[src/rtl/flash_cmd_pkg.sv]
package flash_cmd_pkg;
  typedef enum logic [1:0] {
    RD_ARRAY  = 2'd0,
    RD_STATUS = 2'd1,
    RD_IDENT  = 2'd2,
    RD_VERIFY = 2'd3
  } rd_mode_e;

  typedef enum logic [2:0] {
    JOB_PROG      = 3'd0,
    JOB_CHIP_ERS  = 3'd1,
    JOB_BLK_ERS   = 3'd2,
    JOB_AUTO_CHIP = 3'd3,
    JOB_AUTO_BLK  = 3'd4
  } job_kind_e;

  typedef enum logic [3:0] {
    CMD_READ_ARRAY,
    CMD_PGM_SETUP,
    CMD_ERS_20,
    CMD_BLK_60,
    CMD_AUTO_30,
    CMD_VERIFY,
    CMD_IDENT,
    CMD_SUSPEND,
    CMD_CONFIRM_D0,
    CMD_STATUS,
    CMD_CLEAR,
    CMD_OTHER
  } cmd_e;

  typedef enum logic [3:0] {
    ST_IDLE,
    ST_PGM_SETUP,
    ST_ERS_SETUP,
    ST_BLK_SETUP,
    ST_AUTO_SETUP,
    ST_LOAD,
    ST_PGM_BUSY,
    ST_ERS_BUSY,
    ST_SUSP
  } state_e;
endpackage

[src/rtl/flash_cmd_decode.sv]
module flash_cmd_decode
  import flash_cmd_pkg::*;
(
  input  logic [7:0] code_i,
  output cmd_e       cmd_o
);
  always_comb begin
    unique case (code_i)
      8'hFF:        cmd_o = CMD_READ_ARRAY;
      8'h10, 8'h40: cmd_o = CMD_PGM_SETUP;
      8'h20:        cmd_o = CMD_ERS_20;
      8'h60:        cmd_o = CMD_BLK_60;
      8'h30:        cmd_o = CMD_AUTO_30;
      8'hA0:        cmd_o = CMD_VERIFY;
      8'h90:        cmd_o = CMD_IDENT;
      8'hB0:        cmd_o = CMD_SUSPEND;
      8'hD0:        cmd_o = CMD_CONFIRM_D0;
      8'h70:        cmd_o = CMD_STATUS;
      8'h50:        cmd_o = CMD_CLEAR;
      default:      cmd_o = CMD_OTHER;
    endcase
  end
endmodule

[src/rtl/flash_gap_timer.sv]
module flash_gap_timer #(
  parameter int unsigned LIMIT = 3750
) (
  input  logic clk_i,
  input  logic rst_ni,
  input  logic clr_i,
  output logic expired_o
);
  localparam int unsigned CW = (LIMIT > 2) ? $clog2(LIMIT) : 1;
  localparam logic [CW-1:0] LAST = CW'(LIMIT - 1);

  logic [CW-1:0] cnt_q;

  // saturating count of cycles since the last clear
  always_ff @(posedge clk_i or negedge rst_ni) begin
    if (!rst_ni)             cnt_q <= '0;
    else if (clr_i)          cnt_q <= '0;
    else if (cnt_q != LAST)  cnt_q <= cnt_q + CW'(1);
  end

  assign expired_o = (cnt_q == LAST);


  gap_clear_chk: assert property (@(posedge clk_i) disable iff (!rst_ni)
    clr_i |=> !expired_o);
endmodule

[src/rtl/flash_id_sel.sv]
module flash_id_sel #(
  parameter int unsigned DATA_W   = 16,
  parameter logic [7:0]  MFR_CODE = 8'hA5,
  parameter logic [7:0]  DEV_CODE = 8'h3C
) (
  input  logic              sel_i,
  output logic [DATA_W-1:0] id_o
);
  logic [7:0] code;
  assign code = sel_i ? DEV_CODE : MFR_CODE;
  assign id_o = {{(DATA_W-8){1'b0}}, code};
endmodule

[src/rtl/flash_cmd_ctrl.sv]
module flash_cmd_ctrl
  import flash_cmd_pkg::*;
#(
  parameter int unsigned ADDR_W   = 17,
  parameter int unsigned DATA_W   = 16,
  parameter int unsigned CLK_MHZ  = 125,
  parameter int unsigned LOAD_US  = 30,
  parameter int unsigned HOLD_US  = 100,
  parameter logic [7:0]  MFR_CODE = 8'hA5,
  parameter logic [7:0]  DEV_CODE = 8'h3C
) (
  input  logic              clk_i,
  input  logic              rst_ni,
  input  logic              wr_i,
  input  logic [ADDR_W-1:0] wr_addr_i,
  input  logic [DATA_W-1:0] wr_data_i,
  input  logic              vpp_lockout_i,
  input  logic              vpp_ok_i,
  input  logic              id_sel_i,
  input  logic              job_busy_i,
  input  logic              job_done_i,
  input  logic              job_fail_i,
  output logic [1:0]        rd_mode_o,
  output logic [DATA_W-1:0] id_data_o,
  output logic              job_start_o,
  output logic [2:0]        job_kind_o,
  output logic [ADDR_W-1:0] job_addr_o,
  output logic [DATA_W-1:0] job_data_o,
  output logic              blk_push_o,
  output logic              susp_o,
  output logic              set_prog_fail_o,
  output logic              set_erase_fail_o,
  output logic              set_vpp_fail_o,
  output logic              clr_status_o
);
  localparam int unsigned LOAD_CYC = CLK_MHZ * LOAD_US;
  localparam int unsigned HOLD_CYC = CLK_MHZ * HOLD_US;

  cmd_e      cmd;
  state_e    state_q, state_d;
  rd_mode_e  mode_q, mode_d;
  job_kind_e kind_q, kind_d, cfm_kind;
  logic      lock_q, lock_d, ff_q, ff_d;
  logic [ADDR_W-1:0] addr_q, addr_d;
  logic [DATA_W-1:0] data_q, data_d;
  logic start_q, start_d, push_q, push_d;
  logic pf_q, pf_d, ef_q, ef_d, vf_q, vf_d, clr_q, clr_d;
  logic load_clr, gap_expired, hold_expired, wr_ok, cfm_hit, susp_ok;

  flash_cmd_decode u_decode (
    .code_i (wr_data_i[7:0]),
    .cmd_o  (cmd)
  );

  flash_gap_timer #(.LIMIT(LOAD_CYC)) u_gap_timer (
    .clk_i     (clk_i),
    .rst_ni    (rst_ni),
    .clr_i     (load_clr),
    .expired_o (gap_expired)
  );

  flash_gap_timer #(.LIMIT(HOLD_CYC)) u_hold_timer (
    .clk_i     (clk_i),
    .rst_ni    (rst_ni),
    .clr_i     (load_clr),
    .expired_o (hold_expired)
  );

  flash_id_sel #(.DATA_W(DATA_W), .MFR_CODE(MFR_CODE), .DEV_CODE(DEV_CODE)) u_id_sel (
    .sel_i (id_sel_i),
    .id_o  (id_data_o)
  );

  assign wr_ok   = wr_i && !vpp_lockout_i;
  assign susp_ok = job_busy_i && ((kind_q != JOB_AUTO_BLK) || hold_expired);

  // confirm matching for each erase setup state
  always_comb begin
    cfm_hit  = 1'b0;
    cfm_kind = JOB_CHIP_ERS;
    unique case (state_q)
      ST_ERS_SETUP: begin
        if (cmd == CMD_ERS_20) begin
          cfm_hit = 1'b1; cfm_kind = JOB_CHIP_ERS;
        end else if (cmd == CMD_CONFIRM_D0) begin
          cfm_hit = 1'b1; cfm_kind = JOB_AUTO_BLK;
        end
      end
      ST_BLK_SETUP: begin
        cfm_hit = (cmd == CMD_BLK_60); cfm_kind = JOB_BLK_ERS;
      end
      ST_AUTO_SETUP: begin
        cfm_hit = (cmd == CMD_AUTO_30); cfm_kind = JOB_AUTO_CHIP;
      end
      default: ;
    endcase
  end

  always_comb begin
    state_d = state_q; mode_d = mode_q; kind_d = kind_q;
    lock_d  = lock_q;  ff_d   = ff_q;
    addr_d  = addr_q;  data_d = data_q;
    start_d = 1'b0; push_d = 1'b0; load_clr = 1'b0;
    pf_d = 1'b0; ef_d = 1'b0; vf_d = 1'b0; clr_d = 1'b0;
    unique case (state_q)
      ST_IDLE: begin
        if (wr_ok && (!lock_q || cmd inside {CMD_READ_ARRAY, CMD_STATUS, CMD_CLEAR})) begin
          ff_d = 1'b0;
          unique case (cmd)
            CMD_READ_ARRAY: mode_d = RD_ARRAY;
            CMD_STATUS:     mode_d = RD_STATUS;
            CMD_IDENT:      mode_d = RD_IDENT;
            CMD_VERIFY: begin
              mode_d = RD_VERIFY; addr_d = wr_addr_i;
            end
            CMD_CLEAR: begin
              clr_d = 1'b1; lock_d = 1'b0;
            end
            CMD_PGM_SETUP: state_d = ST_PGM_SETUP;
            CMD_ERS_20:    state_d = ST_ERS_SETUP;
            CMD_BLK_60:    state_d = ST_BLK_SETUP;
            CMD_AUTO_30:   state_d = ST_AUTO_SETUP;
            default: ;
          endcase
        end
      end
      ST_PGM_SETUP: begin
        if (wr_ok) begin
          state_d = ST_IDLE;
          if (cmd == CMD_READ_ARRAY) begin
            mode_d = RD_ARRAY;
          end else if (!vpp_ok_i) begin
            pf_d = 1'b1; vf_d = 1'b1; lock_d = 1'b1; mode_d = RD_STATUS;
          end else begin
            start_d = 1'b1; kind_d = JOB_PROG; state_d = ST_PGM_BUSY;
            addr_d = wr_addr_i; data_d = wr_data_i; mode_d = RD_STATUS;
          end
        end
      end
      ST_ERS_SETUP, ST_BLK_SETUP, ST_AUTO_SETUP: begin
        if (wr_ok) begin
          if (cmd == CMD_READ_ARRAY) begin
            // the second FFh in a row aborts the staged erase
            if (ff_q) begin
              state_d = ST_IDLE; mode_d = RD_ARRAY; ff_d = 1'b0;
            end else begin
              ff_d = 1'b1;
            end
          end else if (cfm_hit && !ff_q) begin
            ff_d = 1'b0; mode_d = RD_STATUS;
            if (!vpp_ok_i) begin
              ef_d = 1'b1; vf_d = 1'b1; lock_d = 1'b1; state_d = ST_IDLE;
            end else begin
              kind_d = cfm_kind; addr_d = wr_addr_i;
              if (cfm_kind == JOB_AUTO_BLK) begin
                state_d = ST_LOAD; push_d = 1'b1; load_clr = 1'b1;
              end else begin
                state_d = ST_ERS_BUSY; start_d = 1'b1;
              end
            end
          end else begin
            ff_d = 1'b0; pf_d = 1'b1; ef_d = 1'b1; lock_d = 1'b1;
            mode_d = RD_STATUS; state_d = ST_IDLE;
          end
        end
      end
      ST_LOAD: begin
        if (gap_expired) begin
          start_d = 1'b1; state_d = ST_ERS_BUSY;
        end else if (wr_ok) begin
          push_d = 1'b1; addr_d = wr_addr_i; load_clr = 1'b1;
        end
      end
      ST_PGM_BUSY: begin
        if (job_done_i) begin
          state_d = ST_IDLE; mode_d = RD_STATUS;
          if (job_fail_i) begin
            pf_d = 1'b1; lock_d = 1'b1;
          end
        end
      end
      ST_ERS_BUSY: begin
        if (job_done_i) begin
          state_d = ST_IDLE; mode_d = RD_STATUS;
          if (job_fail_i) begin
            ef_d = 1'b1; lock_d = 1'b1;
          end
        end else if (wr_ok && cmd == CMD_SUSPEND && susp_ok) begin
          state_d = ST_SUSP; mode_d = RD_STATUS;
        end
      end
      ST_SUSP: begin
        if (wr_ok) begin
          unique case (cmd)
            CMD_READ_ARRAY: mode_d = RD_ARRAY;
            CMD_STATUS:     mode_d = RD_STATUS;
            CMD_CONFIRM_D0: state_d = ST_ERS_BUSY;
            default: ;
          endcase
        end
      end
      default: state_d = ST_IDLE;
    endcase
  end

  always_ff @(posedge clk_i or negedge rst_ni) begin
    if (!rst_ni) begin
      state_q <= ST_IDLE;  mode_q <= RD_ARRAY; kind_q <= JOB_PROG;
      lock_q  <= 1'b0;     ff_q   <= 1'b0;
      addr_q  <= '0;       data_q <= '0;
      start_q <= 1'b0; push_q <= 1'b0;
      pf_q <= 1'b0; ef_q <= 1'b0; vf_q <= 1'b0; clr_q <= 1'b0;
    end else begin
      state_q <= state_d;  mode_q <= mode_d; kind_q <= kind_d;
      lock_q  <= lock_d;   ff_q   <= ff_d;
      addr_q  <= addr_d;   data_q <= data_d;
      start_q <= start_d; push_q <= push_d;
      pf_q <= pf_d; ef_q <= ef_d; vf_q <= vf_d; clr_q <= clr_d;
    end
  end

  assign rd_mode_o        = mode_q;
  assign job_start_o      = start_q;
  assign job_kind_o       = kind_q;
  assign job_addr_o       = addr_q;
  assign job_data_o       = data_q;
  assign blk_push_o       = push_q;
  assign susp_o           = (state_q == ST_SUSP);
  assign set_prog_fail_o  = pf_q;
  assign set_erase_fail_o = ef_q;
  assign set_vpp_fail_o   = vf_q;
  assign clr_status_o     = clr_q;


  start_pulse_chk: assert property (@(posedge clk_i) disable iff (!rst_ni)
    job_start_o |=> !job_start_o);


  pgm_busy_ignore_chk: assert property (@(posedge clk_i) disable iff (!rst_ni)
    (state_q == ST_PGM_BUSY && !job_done_i) |=>
      (!job_start_o && !clr_status_o && $stable(rd_mode_o)));


  susp_entry_chk: assert property (@(posedge clk_i) disable iff (!rst_ni)
    $rose(susp_o) |-> $past(wr_i && cmd == CMD_SUSPEND && !vpp_lockout_i));


  clear_source_chk: assert property (@(posedge clk_i) disable iff (!rst_ni)
    clr_status_o |-> $past(wr_i && cmd == CMD_CLEAR && !vpp_lockout_i));


  lockout_ignore_chk: assert property (@(posedge clk_i) disable iff (!rst_ni)
    (wr_i && vpp_lockout_i && !job_done_i) |=>
      (!blk_push_o && !clr_status_o && !set_vpp_fail_o && $stable(rd_mode_o)));


  vpp_fail_pair_chk: assert property (@(posedge clk_i) disable iff (!rst_ni)
    set_vpp_fail_o |-> ((set_prog_fail_o || set_erase_fail_o) && !job_start_o));
endmodule

[config.mk]
export PLATFORM = sky130hd
export DESIGN_NAME = flash_cmd_ctrl
export DESIGN_NICKNAME = d
export VERILOG_FILES = /design/src/rtl/flash_cmd_pkg.sv /design/src/rtl/flash_cmd_decode.sv /design/src/rtl/flash_gap_timer.sv /design/src/rtl/flash_id_sel.sv /design/src/rtl/flash_cmd_ctrl.sv
export SDC_FILE = /design/constraint.sdc
export NUM_CORES = 1
export LEC_CHECK = 0
export BUFFER_PORTS_ARGS = -buffer_cell sky130_fd_sc_hd__buf_4
export CORE_MARGIN = 1
export CORE_UTILIZATION = 50
export CTS_BUF_LIST = sky130_fd_sc_hd__clkbuf_8
export DETAILED_ROUTE_END_ITERATION = 10
export PLACE_DENSITY = 0.71
export SLEW_MARGIN = 20
export SYNTH_ARGS = -nofsm -noshare
export SYNTH_HDL_FRONTEND = slang
export SYNTH_HIERARCHICAL = 1
export SYNTH_SLANG_ARGS = --single-unit
[constraint.sdc]
create_clock -name clk_i -period 3.88 [get_ports clk_i]
set_clock_uncertainty 0.05 [all_clocks]
set_input_delay 0.194 -clock clk_i [delete_from_list [all_inputs] [get_ports clk_i]]
set_output_delay 0.194 -clock clk_i [all_outputs]
set_load 0.005 [all_outputs]
==> metrics.txt <==
# TYPE chip_impl_metric gauge
chip_impl_metric{name="finalInstanceArea",unit="mm^2"} 0.00545
chip_impl_metric{name="drt-initial-drc-count",unit=""} 203
chip_impl_metric{name="ys_seq_elements",unit=""} 76
chip_impl_info{name="ys_flop_type",value="sky130_fd_sc_hd__dfrtp_1"} 1
chip_impl_metric{name="reg2reg_setup_slack",unit="ps"} 560
chip_impl_metric{name="hold_viol_final",unit=""} 0
chip_impl_metric{name="first_global_vias",unit=""} 3758
chip_impl_metric{name="pre_cts_ws",unit="ps"} 404
chip_impl_metric{name="period_minus_slack",unit="ps"} 3320
chip_impl_metric{name="power_report.internal_total",unit="mW"} 2.21
chip_impl_metric{name="tritoncts_buffer_count",unit=""} 9
chip_impl_metric{name="globalRouteOverflowTotal",unit=""} 0
chip_impl_metric{name="peak_clock_frequency_supported_by_timing",unit="GHz"} 0.301
chip_impl_metric{name="worst-slew-pin-transition",unit="ps"} 944
chip_impl_metric{name="comb_power_share",unit=""} 0.444
chip_impl_info{name="outcome",value="finished clean"} 1
chip_impl_metric{name="worstSkewPairLatency",unit="ps"} 350
chip_impl_info{name="synth_area_leaders",value="sky130_fd_sc_hd__dfrtp_1 (42%), sky130_fd_sc_hd__mux2_2 (8.0%), sky130_fd_sc_hd__mux2_4 (4.3%)"} 1
chip_impl_metric{name="yosys_warnings",unit=""} 6
chip_impl_metric{name="postSynthAreaPerCell",unit="um^2"} 10.3
chip_impl_metric{name="powerDensity",unit="mW/mm^2"} 645
chip_impl_metric{name="worst_ep_required_time",unit="ps"} 4060
chip_impl_metric{name="floorplan.die.height",unit="um"} 96.8
chip_impl_info{name="startpoint_class_of_the_critical_path",value="register"} 1
chip_impl_metric{name="setup_total_negative_slack",unit="ps"} 0
chip_impl_metric{name="crit_path_max_fo",unit=""} 5
chip_impl_metric{name="tritoncts_num_sinks",unit=""} 76
chip_impl_metric{name="design_power_total",unit="mW"} 3.52
chip_impl_metric{name="route.final.wire_length",unit="mm"} 10.4
chip_impl_info{name="clk_tree_root_cell",value="sky130_fd_sc_hd__clkbuf_8"} 1
chip_impl_metric{name="setup_viol",unit=""} 0
chip_impl_info{name="setup.worst_path.class",value="reg -> reg"} 1
chip_impl_metric{name="power.sequential.fraction",unit=""} 0.405
chip_impl_info{name="ys_top_cells_by_count",value="sky130_fd_sc_hd__dfrtp_1 (76), sky130_fd_sc_hd__mux2_2 (32), sky130_fd_sc_hd__a21oi_1 (25)"} 1
chip_impl_metric{name="die_w",unit="um"} 96.8
chip_impl_metric{name="num-nets-final",unit=""} 573
chip_impl_metric{name="wl_per_cell",unit="um"} 16.2
chip_impl_metric{name="dpl.hpwl",unit="mm"} 7.64
chip_impl_metric{name="ant_nets",unit=""} 0
chip_impl_metric{name="static-leakage-power",unit="nW"} 2.39
chip_impl_metric{name="route.detailed.drc",unit=""} 0
chip_impl_info{name="hold-path-endpoint",value="job_addr_o[12]"} 1
chip_impl_metric{name="grt_first_pass_wirelength",unit="mm"} 17.8
chip_impl_metric{name="postCtsSetupBuffers",unit=""} 0
chip_impl_metric{name="final-max-slew-violation-count",unit=""} 0
chip_impl_metric{name="h_tree_lvls",unit=""} 3
chip_impl_metric{name="synth-seq-area-share",unit=""} 0.423
chip_impl_metric{name="drive_above_1_share",unit=""} 0.346
chip_impl_metric{name="netlist_instances",unit=""} 436
chip_impl_metric{name="share_clk_of_total_power",unit=""} 0.151
chip_impl_metric{name="dr.pass1.iters",unit=""} 5
chip_impl_metric{name="asyncSetResetFlopFracSynth",unit=""} 1.00
chip_impl_metric{name="area_growth",unit="%"} 21.2
chip_impl_info{name="crit-reg2reg-capture",value="state_q[2]"} 1
chip_impl_metric{name="worst-r2r-cell-count",unit=""} 8
chip_impl_metric{name="grt_util_all_layers",unit=""} 0.232
chip_impl_metric{name="synthDistinctLibCells",unit=""} 78
chip_impl_info{name="cts_tree",value="done"} 1
chip_impl_metric{name="relSlewSlack",unit=""} 0.362
chip_impl_metric{name="clk_pin_slew",unit="ps"} 80
chip_impl_info{name="grt_setup_unrepaired",value="no"} 1
chip_impl_metric{name="gp_routability_congestion",unit=""} 0.892
chip_impl_metric{name="netSwitchingFraction",unit=""} 0.370
chip_impl_metric{name="cts-root-to-sink-buffers",unit=""} 2
chip_impl_metric{name="dpl-instance-area",unit="mm^2"} 0.00526
chip_impl_metric{name="critical_path_arrival",unit="ps"} 3500
chip_impl_metric{name="std_cell_rows",unit=""} 34
chip_impl_info{name="cp-end-kind",value="register"} 1
chip_impl_metric{name="antenna_cells_inserted",unit=""} 0
chip_impl_metric{name="finalCritPeriodShare",unit=""} 0.856
chip_impl_metric{name="timing.final.ws_setup",unit="ps"} 557
chip_impl_metric{name="synth_top_cell_area_share",unit=""} 0.423
chip_impl_metric{name="boundaryPins",unit=""} 103
chip_impl_info{name="min_path_type",value="in -> reg"} 1
chip_impl_metric{name="placement.io_buffers",unit=""} 90
chip_impl_metric{name="drv.max_cap_violation_count",unit=""} 0
chip_impl_metric{name="maximum_number_of_pins_on_one_net_before_global_route_repair",unit=""} 77
chip_impl_metric{name="initial_core_util",unit=""} 0.516
chip_impl_metric{name="syn_area",unit="mm^2"} 0.00450
chip_impl_metric{name="synth_enable_flop_cells",unit=""} 0
chip_impl_metric{name="worst_hold_path.num_cells",unit=""} 2
chip_impl_metric{name="die_area",unit="mm^2"} 0.00938
chip_impl_info{name="post_synth_top_area_cell",value="sky130_fd_sc_hd__dfrtp_1"} 1
chip_impl_info{name="yosysMostFrequentCell",value="sky130_fd_sc_hd__dfrtp_1"} 1
chip_impl_info{name="hp-start",value="wr_addr_i[12]"} 1
chip_impl_metric{name="peakVddDrop",unit="mV"} 0.381
chip_impl_metric{name="finalCoreUtilization",unit=""} 0.625
chip_impl_metric{name="post_drt_via_cell_ratio",unit=""} 5.87
chip_impl_metric{name="core_area",unit="mm^2"} 0.00872
chip_impl_metric{name="total_switching_power",unit="mW"} 1.30
chip_impl_metric{name="antenna_found_initial",unit=""} 0
chip_impl_metric{name="dr_total_vias",unit=""} 3755
chip_impl_info{name="worstReg2RegStart",value="u_hold_timer/cnt_q[1]"} 1
area by class of cell:
class	count	area, um^2
fillers	697	3270
multi-input cells	322	2390
flip-flops and latches	76	1900
repair buffers	107	808
clock buffers	10	138
well taps	108	135
inverters	12	45.0
clock inverters	5	31.3
worst max-delay path, stage by stage (launching register included):
cell and delay [ps]:
sky130_fd_sc_hd__dfrtp_1 410, sky130_fd_sc_hd__ha_1 200, sky130_fd_sc_hd__or4b_4 480, sky130_fd_sc_hd__nor4_4 290
sky130_fd_sc_hd__nor4b_1 130, sky130_fd_sc_hd__o41a_1 380, sky130_fd_sc_hd__a211oi_1 550, sky130_fd_sc_hd__nand4_1 360
sky130_fd_sc_hd__mux2_2 370
worst max path at each step:
stage	from	cells after the start	endpoint
finish	u_hold_timer/cnt_q[1]	8	state_q[2]
global route	u_hold_timer/cnt_q[0]	8	state_q[2]
CTS	u_hold_timer/cnt_q[0]	8	state_q[2]
detailed placement	wr_data_i[1]	11	u_hold_timer/cnt_q[0]
global placement	wr_data_i[1]	11	u_hold_timer/cnt_q[0]
floorplan	wr_data_i[1]	11	u_hold_timer/cnt_q[0]
metal layers:
metal	global-route usage	vias up	part of all wire
met5	0	-	0
met2	0.376	130	0.47
met3	0.0621	13	0.071
met4	0.0804	0	0.012
met1	0.301	1832	0.45
li1	-	1780	-
flip-flops by register name, indices dropped and copies added, names as in the netlist:
signal              flops
job_addr_o             17
job_data_o             16
u_hold_timer/cnt_q     14
u_gap_timer/cnt_q      12
state_q                 4
job_kind_o              3
rd_mode_o               2
blk_push_o              1
clr_status_o            1
ff_q                    1
job_start_o             1
lock_q                  1
set_erase_fail_o        1
set_prog_fail_o         1
set_vpp_fail_o          1
power groups by stage:
stage	clock network [mW]	logic [mW]	registers, mW
floorplan	0	1.01	1.37
global placement	0	1.52	1.42
detailed placement	0	1.56	1.43
CTS	0.544	1.57	1.42
global route	0.580	1.73	1.47
finish	0.532	1.56	1.43
logic make-up (layout without fill, tap and decap cells):
group	Yosys count	count (layout)	synth area share
XOR/XNOR	7	7	0.0136
other	2	12	0.00167
AO/OA/AOI/OAI	100	100	0.154
flip-flops	76	76	0.423
adder cells (fa/ha/maj)	4	4	0.0106
multiplexers	47	47	0.128
buffers and inverters	48	134	0.0545
AND/OR/NAND/NOR	152	152	0.215
cell usage in the layout (no fill, tap or decap), types with 3 or more instances in the layout:
master,n
sky130_fd_sc_hd__a211o_1,3
sky130_fd_sc_hd__or3_1,13
sky130_fd_sc_hd__nor2b_1,10
sky130_fd_sc_hd__conb_1,12
sky130_fd_sc_hd__nor3_1,9
sky130_fd_sc_hd__nor4_1,6
sky130_fd_sc_hd__o31ai_1,9
sky130_fd_sc_hd__mux2_2,32
sky130_fd_sc_hd__nand3_1,18
sky130_fd_sc_hd__a31oi_1,3
sky130_fd_sc_hd__dfrtp_1,76
sky130_fd_sc_hd__clkbuf_8,10
sky130_fd_sc_hd__nor4b_1,3
sky130_fd_sc_hd__ha_1,3
sky130_fd_sc_hd__a21oi_1,24
sky130_fd_sc_hd__a211oi_1,7
sky130_fd_sc_hd__xor2_1,5
sky130_fd_sc_hd__buf_4,105
sky130_fd_sc_hd__or4_1,8
sky130_fd_sc_hd__nand4_1,9
sky130_fd_sc_hd__o22ai_1,3
sky130_fd_sc_hd__nor2_1,23
sky130_fd_sc_hd__o21ai_0,20
sky130_fd_sc_hd__o21a_1,3
sky130_fd_sc_hd__inv_1,14
sky130_fd_sc_hd__nand2b_1,14
sky130_fd_sc_hd__mux2_4,13
sky130_fd_sc_hd__nand2_1,14
per-stage QoR:
stage | hold WS, ps | std cells
3_5_place_dp | 357 | 623
6_report | 24.9 | 640
5_1_grt | 4.24 | 640
4_1_cts | 15.7 | 640
3_3_place_gp | 356 | 623
2_1_floorplan | -152 | 446
timing repair:
item                                   in CTS  in global routing
resized for setup                           0                  0
hold buffers                                2                  0
endpoints found under the hold margin      38                  0
No activity file was read; power rests on OpenSTA's default activity.
